File: config.mk
export PLATFORM = sky130hd
export DESIGN_NAME = i2c_tx_stage
export DESIGN_NICKNAME = d
export VERILOG_FILES = /design/src/rtl/i2c_tx_pkg.sv /design/src/rtl/i2c_tx_hold.sv /design/src/rtl/i2c_tx_stretch.sv /design/src/rtl/i2c_tx_shift.sv /design/src/rtl/i2c_tx_stage.sv
export SDC_FILE = /design/constraint.sdc
export NUM_CORES = 1
export LEC_CHECK = 0
export BUFFER_PORTS_ARGS = -buffer_cell sky130_fd_sc_hd__buf_2
export CORE_UTILIZATION = 40
export CTS_BUF_LIST = sky130_fd_sc_hd__clkbuf_8
export DETAILED_ROUTE_END_ITERATION = 12
export PLACE_DENSITY = 0.61
export SYNTH_ARGS = -nofsm -noshare
export SYNTH_HDL_FRONTEND = slang
export SYNTH_SLANG_ARGS = --single-unit
File: constraint.sdc
create_clock -name clk -period 1.6 [get_ports clk]
set_input_delay 0.32 -clock clk [delete_from_list [all_inputs] [get_ports clk]]
set_output_delay 0.32 -clock clk [all_outputs]
set_load 0.05 [all_outputs]
File: src/rtl/i2c_tx_pkg.sv
package i2c_tx_pkg;

    localparam int unsigned TX_DATA_W = 8;

    typedef struct packed {
        logic load;
        logic shift;
        logic drop;
    } shift_ctl_t;

    typedef struct packed {
        logic boundary;
        logic wr_ok;
        logic direct;
        logic store;
        logic take;
        logic st_set;
    } tx_evt_t;

    function automatic int unsigned idx_width(input int unsigned data_w);
        return $clog2(data_w + 1);
    endfunction

endpackage

File: src/rtl/i2c_tx_hold.sv
module i2c_tx_hold #(
    parameter int unsigned DATA_W = 8
) (
    input  logic              clk,
    input  logic              rst,
    input  logic              wr_req,
    input  logic              store,
    input  logic              drain,
    input  logic [DATA_W-1:0] din,
    output logic [DATA_W-1:0] q,
    output logic              full,
    output logic              overrun
);
    always_ff @(posedge clk) begin
        if (rst) begin
            q       <= '0;
            full    <= 1'b0;
            overrun <= 1'b0;
        end else begin
            if (store) begin
                q    <= din;
                full <= 1'b1;
            end else if (drain) begin
                full <= 1'b0;
            end
            if (wr_req && full) begin
                overrun <= 1'b1;
            end
        end
    end
endmodule

File: src/rtl/i2c_tx_stretch.sv
module i2c_tx_stretch (
    input  logic clk,
    input  logic rst,
    input  logic set_req,
    input  logic clr_req,
    output logic hold_q
);
    always_ff @(posedge clk) begin
        if (rst) begin
            hold_q <= 1'b0;
        end else if (clr_req) begin
            hold_q <= 1'b0;
        end else if (set_req) begin
            hold_q <= 1'b1;
        end
    end
endmodule

File: src/rtl/i2c_tx_shift.sv
module i2c_tx_shift
    import i2c_tx_pkg::*;
#(
    parameter int unsigned DATA_W = 8
) (
    input  logic              clk,
    input  logic              rst,
    input  shift_ctl_t        ctl,
    input  logic [DATA_W-1:0] din,
    output logic              sda
);
    logic [DATA_W-1:0] sreg;
    logic              live;

    always_ff @(posedge clk) begin
        if (rst) begin
            sreg <= '0;
            live <= 1'b0;
        end else if (ctl.load) begin
            sreg <= din;
            live <= 1'b1;
        end else if (ctl.drop) begin
            live <= 1'b0;
        end else if (ctl.shift) begin
            sreg <= {sreg[DATA_W-2:0], 1'b0};
        end
    end

    assign sda = live ? sreg[DATA_W-1] : 1'b1;
endmodule

File: src/rtl/i2c_tx_stage.sv
module i2c_tx_stage
    import i2c_tx_pkg::*;
#(
    parameter int unsigned DATA_W = TX_DATA_W,
    localparam int unsigned BW    = idx_width(DATA_W)
) (
    input  logic              clk,
    input  logic              rst,
    input  logic              frame_start,
    input  logic              scl_fall,
    input  logic [BW-1:0]     bit_idx,
    input  logic              wr_en,
    input  logic [DATA_W-1:0] wr_data,
    output logic              tx_empty,
    output logic              sda_out,
    output logic              scl_hold,
    output logic              overrun
);
    localparam logic [BW-1:0] ACK_V  = BW'(DATA_W);
    localparam logic [BW-1:0] LAST_V = BW'(DATA_W - 1);

    logic              full;
    logic [DATA_W-1:0] hold_q;
    logic              stretching;
    tx_evt_t           ev;
    shift_ctl_t        sctl;
    logic [DATA_W-1:0] load_data;
    logic              data_fall;

    always_comb begin
        ev.boundary = frame_start | (scl_fall & (bit_idx == ACK_V));
        ev.wr_ok    = wr_en & ~full;
        ev.direct   = ev.wr_ok & (stretching | ev.boundary);
        ev.store    = ev.wr_ok & ~ev.direct;
        ev.take     = ev.boundary & full;
        ev.st_set   = ev.boundary & ~full & ~ev.wr_ok;
    end

    assign data_fall  = scl_fall & ~ev.boundary;
    assign sctl.load  = ev.take | ev.direct;
    assign sctl.shift = data_fall & (bit_idx < LAST_V);
    assign sctl.drop  = ev.st_set | (data_fall & (bit_idx == LAST_V));
    assign load_data  = ev.direct ? wr_data : hold_q;

    i2c_tx_hold #(.DATA_W(DATA_W)) u_hold (
        .clk     (clk),
        .rst     (rst),
        .wr_req  (wr_en),
        .store   (ev.store),
        .drain   (ev.take),
        .din     (wr_data),
        .q       (hold_q),
        .full    (full),
        .overrun (overrun)
    );

    i2c_tx_stretch u_stretch (
        .clk     (clk),
        .rst     (rst),
        .set_req (ev.st_set),
        .clr_req (ev.direct),
        .hold_q  (stretching)
    );

    i2c_tx_shift #(.DATA_W(DATA_W)) u_shift (
        .clk (clk),
        .rst (rst),
        .ctl (sctl),
        .din (load_data),
        .sda (sda_out)
    );

    assign tx_empty = ~full;
    assign scl_hold = stretching;
endmodule

# ---- Yosys cells after proc, flatten, opt, wreduce, memory -nomap -nowiden
# Cells that the tools add are included.
# Widths: inputs -> output; s select.
dict set report totals {
  out_inout_bits 4
  ff_bits 20
}
dict set report classes {
  n_mux 9
  n_eq_ne 3
  order_cmp 1
  n_bitwise 18
  n_reduce_logical 6
}
# cell count
set op_table {}
lappend op_table {{$mux 8} 4}
lappend op_table {{$and 1x1->1} 10}
lappend op_table {{$reduce_bool 2->1} 3}
lappend op_table {{$mux 1} 5}
lappend op_table {{$eq 4x3->1 const B} 1}
lappend op_table {{$eq 4x4->1 const B} 1}
lappend op_table {{$lt 4x3->1 const B} 1}
lappend op_table {{$not 1->1} 4}
lappend op_table {{$or 1x1->1} 4}
lappend op_table {{$ne 2x1->1 const B} 1}
lappend op_table {{$reduce_and 2->1} 1}
lappend op_table {{$reduce_or 2->1} 1}
lappend op_table {{$logic_and 1x1->1} 1}

# ---- Depth between registers and ports, before layout
dict set report depth {
  word_depth 9
  mapped_depth 7
}

# ---- By module
# Synthesis repeated with hierarchy kept, for this count alone.
dict set report unflattened {
  cells_unflattened 109
  area_unflattened_um2 1139.8
}
# mod seq_area_each_um2 cells_each area_each_um2 instances
set modules_own_cells {}
lappend modules_own_cells {i2c_tx_shift 180.2 48 495.5 1}
lappend modules_own_cells {i2c_tx_hold 200.2 33 350.3 1}
lappend modules_own_cells {i2c_tx_stage 0.0 25 260.2 1}
lappend modules_own_cells {i2c_tx_stretch 20.0 3 33.8 1}

# ---- Least setup slack after synthesis
# OpenSTA, ideal clock, no wires.
dict set report synth_timing {
  path_type {register to register}
  start {register u_hold.full}
  end {register u_shift.sreg[1]}
  path_stages_with_launch 7
  period_less_slack_ns 1.596
  n_path_buf 2
  path_slack_ns 0.004
  setup_time_ns 0.147
  t_arrival_ns 1.449
  cell_sequence {dfxtp_1 buf_2 inv_2 a221oi_2 or2_1 buf_4 a221oi_2}
}
dict set report synth_between {
  elab_chain_len 7
}
# element line
set synth_rtl {}
lappend synth_rtl {{start, declared} i2c_tx_hold.sv:11} ;# output logic full,
lappend synth_rtl {{start signal, assigned} i2c_tx_hold.sv:17} ;# full <= 1'b0;
lappend synth_rtl {{start signal, assigned} i2c_tx_hold.sv:22} ;# full <= 1'b1;
lappend synth_rtl {{start signal, assigned} i2c_tx_hold.sv:24} ;# full <= 1'b0;
lappend synth_rtl {{$not 1->1 (*)} -}
lappend synth_rtl {{via tx_empty} i2c_tx_stage.sv:14} ;# output logic tx_empty,
lappend synth_rtl {{$and 1x1->1} i2c_tx_stage.sv:32} ;# ev.wr_ok = wr_en & ~full;
lappend synth_rtl {{$not 1->1} i2c_tx_stage.sv:36} ;# ev.st_set = ev.boundary & ~full & ~ev.wr_ok;
lappend synth_rtl {{$and 1x1->1} i2c_tx_stage.sv:36}
lappend synth_rtl {{$or 1x1->1} i2c_tx_stage.sv:42} ;# assign sctl.drop = ev.st_set | (data_fall & (bit_idx == LAST_V));
lappend synth_rtl {{$ne 2x1->1 (no source line)} -}
lappend synth_rtl {{$reduce_and 2->1 (no source line)} -}
lappend synth_rtl {{end signal, assigned} i2c_tx_shift.sv:20} ;# sreg <= din;
lappend synth_rtl {{end signal, assigned} i2c_tx_shift.sv:25} ;# sreg <= {sreg[DATA_W-2:0], 1'b0};
lappend synth_rtl {{end, declared} i2c_tx_shift.sv:12} ;# logic [DATA_W-1:0] sreg;
# Mark *: on every way through the listed nets, which the timed path passes. The rest lies on a longest branch.
# A chain may end at the register's enable or synchronous reset.

# ---- Worst setup path in the final report
dict set report layout_timing {
  start {register u_hold.full}
  end {register u_shift.sreg[7]}
}
dict set report layout_between {
  elab_chain_len 7
}
# element line
set layout_rtl {}
lappend layout_rtl {{$not 1->1} {i2c_tx_stage.sv:32, i2c_tx_stage.sv:36}}
lappend layout_rtl {{$and 1x1->1} i2c_tx_stage.sv:32}
lappend layout_rtl {{$not 1->1} i2c_tx_stage.sv:36}
lappend layout_rtl {{$and 1x1->1} i2c_tx_stage.sv:36}
lappend layout_rtl {{$or 1x1->1} i2c_tx_stage.sv:42}
lappend layout_rtl {{$ne 2x1->1 (no source line)} -}
lappend layout_rtl {{$reduce_and 2->1 (no source line)} -}
# Parallel ways exist; a longest one is shown, timed or not.

==> metrics.md <==
| Metric | Value |
|---|---|
| RR Endpoint | u_shift.sreg[7] |
| Combinational Power Share | 18.4% |
| CP Data Arrival Time | 1.59 ns |
| Die Wd | 52.4 um |
| Worst EP required | 1.73 ns |
| I/O Buffers | 20 |
| Clock Power Share | 38.9% |
| Initial antenna violation count | 0 |
| Worst setup EP type | register |
| Count of cell types in the netlist | 26 |
| First-pass GRT wire length | 3580 um |
| Post-Syn Instances | 106 |
| Mean Syn Cell Area | 9.57 um^2 |
| Post-Place Worst Slack | -0.0997 ns |
| Fin util | 53.6% |
| Vias post-DR | 881 |
| Area grow syn2layout | 21.5% |
| PD cells | 1050 mW/mm^2 |
| Seq/Total Area, Yosys | 39.5% |
| Detailed placer's ending HPWL | 1600 um |
| Final GP Congestion | 0.840 |
| Starting Density | 44.2% |
| Switch share | 25.5% |
| Reg2Reg Depth | 4 |
| Seq pwr share | 42.7% |
| Pleak | 0.462 nW |
| Clk sinks | 20 |
| Root Driver | clkbuf_8 |
| FF-to-FF setup slack | 0.14 ns |
| Final Cell Area | 0.00123 mm^2 |
| Clock Path Buffers | 2 |
| Slew Viols, Final | 0 |
| Internal Pwr Total | 0.968 mW |
| Post-Route WL | 2090 um |
| Filler Cells Inserted | 220 |
| Crit Path Max Fanout | 8 |
| Setup slack after layout | 0.136 ns |
| CTS resizes | 0 |
| Leading cell types by total area after synthesis | dfxtp_1 (39%), a221oi_2 (12%), mux2i_1 (7.9%), nor2_1 (7.8%), a32oi_1 (6.9%) |
| CTS tree | built |
| Count leader, synth | nor2_1 |
| WL/cell | 13.3 um |
| H-tree levels | 1 |
| GR Overflow Total | 0 |
| Antenna cell count | 0 |
| Primary FF master, synth | dfxtp_1 |
| Psw | 0.331 mW |
| Max-slew headroom | 70.9% |
| Area share of the leading cell type in the synthesized netlist | 39.5% |
| Top post-synthesis cells by count | nor2_1 (21), dfxtp_1 (20), a221oi_2 (8), a32oi_1 (8), mux2i_1 (8) |
| VDD IR max | 0.700 mV |
| Post-CTS Hold Buffers | 0 |
| Final total power | 1.30 mW |
| Status | complete, no violations |
| Fin crit share | 91.5% |
| Total GRT Usage | 17.5% |
| Worst slew pin tran | 0.436 ns |
| Largest net degree at the start of global routing | 21 |
| Beginning of the worst hold path | wr_data[3] |
| Via count of the first global-routing pass | 816 |
| First DRT Iteration DRCs | 16 |
| Final Hold Slack | 0.311 ns |
| Yosys warnings | 0 |
| Number of flops mapped to enable cells by yosys | 0 |
| 1st-pass router iterations | 4 |
| Fin nets | 147 |
| DRC Markers | 0 |
| Critical path class | reg2reg |
| Worst Setup Start Kind | register |
| Post-CTS Setup Bufs | 0 |
| Final setup fails | 0 |
| Hold WC Path Type | in2reg |
| RSZ-0062 raised after global routing | false |
| Share of cells above drive strength 1 | 33.3% |
| Full die area | 0.00274 mm^2 |
| Yosys top cell by area | dfxtp_1 |
| Min Clock Period, post-route | 1.46 ns |
| TritonCTS buffer count | 3 |
| Yosys reg bits | 20 |
| Vias per cell | 5.61 |
| Post-Syn Area | 0.00101 mm^2 |
| Fmax | 683 MHz |
| RR Startpoint | u_hold.full |
| Fin. Hold Viols | 0 |
| Worst-path clk slew | 0.08 ns |
| CORE AREA | 0.00230 mm^2 |
| Die height | 52.4 um |
| Num rows | 17 |
| Hold EP | u_hold.q[3] |
| I/O pins | 21 |
| Routed Antenna Nets | 0 |
| Max cap viols | 0 |
| Final setup skew | 0.00474 ns |
| Clock latency on the worst-skew pair | 0.26 ns |
| Dpl cell area | 0.00116 mm^2 |
| Syn_nets | 123 |
| Async SR Flop Fraction | 0% |
| Hold path depth | 3 |
-- worst max path at each step --
stage,start,to,slack [ns],depth (start not counted)
floorplan,u_hold.full,u_shift.sreg[1],0.004,6
detailed placement,bit_idx[2],u_shift.sreg[5],-0.1,5
global placement,bit_idx[2],u_shift.sreg[7],-0.1,5
finish,u_hold.full,u_shift.sreg[7],0.14,4
CTS,u_hold.full,u_shift.sreg[1],0.15,4
global route,u_hold.full,u_hold.q[7],0.01,4
-- cells by family (layout without fill, tap and decap cells) --
kind of cell | after synthesis | in the layout | share of synthesized area [%]
flops | 20 | 20 | 39.5
compound gates | 34 | 34 | 31.6
buf+inv | 8 | 31 | 3.70
mux | 8 | 8 | 7.89
simple gates | 36 | 36 | 17.4
-- per-stage QoR --
step | std cells | setup TNS, ns
3_5_place_dp | 153 | -1.25
2_1_floorplan | 106 | 0
5_1_grt | 157 | 0
6_report | 157 | 0
3_3_place_gp | 153 | -1.02
4_1_cts | 157 | 0
-- per-layer routing --
metal	vias to the layer above	share of wire, %	track usage, %
li1	448	-	-
met1	410	52	24.5
met5	-	0	0
met3	4	3.6	2.61
met2	19	43	26.2
met4	0	1.5	7.89
-- sequential cells by signal (all words and copies together), names as in the netlist --
register / flops
u_hold.full: 1
u_hold.overrun: 1
u_hold.q: 8
u_shift.live: 1
u_shift.sreg: 8
u_stretch.hold_q: 1
-- critical path, cell delays in order (launching register included) --
cell and delay, ns:
dfxtp_1 0.48, inv_2 0.07, a221oi_2 0.28, or2_1 0.38, a221oi_2 0.12
-- placed cells by master, fill, tap and decap left out, types with 2 or more instances in the layout --
master,n
nor2b_1,2
buf_2,20
o22ai_1,7
nor2_1,21
nand2b_1,4
clkbuf_8,3
buf_4,6
a32oi_1,8
dfxtp_1,20
a21oi_1,5
nand2_1,3
mux2i_1,8
a221oi_2,8
-- final cells by class --
cell class                 count  area (um^2)  share of cell area [%]
timing repair buffer          26          145                    11.8
clock inverter                 1         30.0                    2.44
multi-input combinational     78          577                    46.8
clock buffer                   3         41.3                    3.35
sequential                    20          400                    32.5
tap                           28         35.0                    2.84
inverter                       1         3.75                   0.305
-- power groups by stage --
stage	logic [mW]	clock network, mW	registers (mW)
after floorplan	0.169	0	0.567
after CTS	0.239	0.516	0.554
after global placement	0.237	0	0.565
final	0.239	0.506	0.554
after global routing	0.260	0.540	0.558
after detailed placement	0.239	0	0.566
No activity file was read; power rests on OpenSTA's default activity.
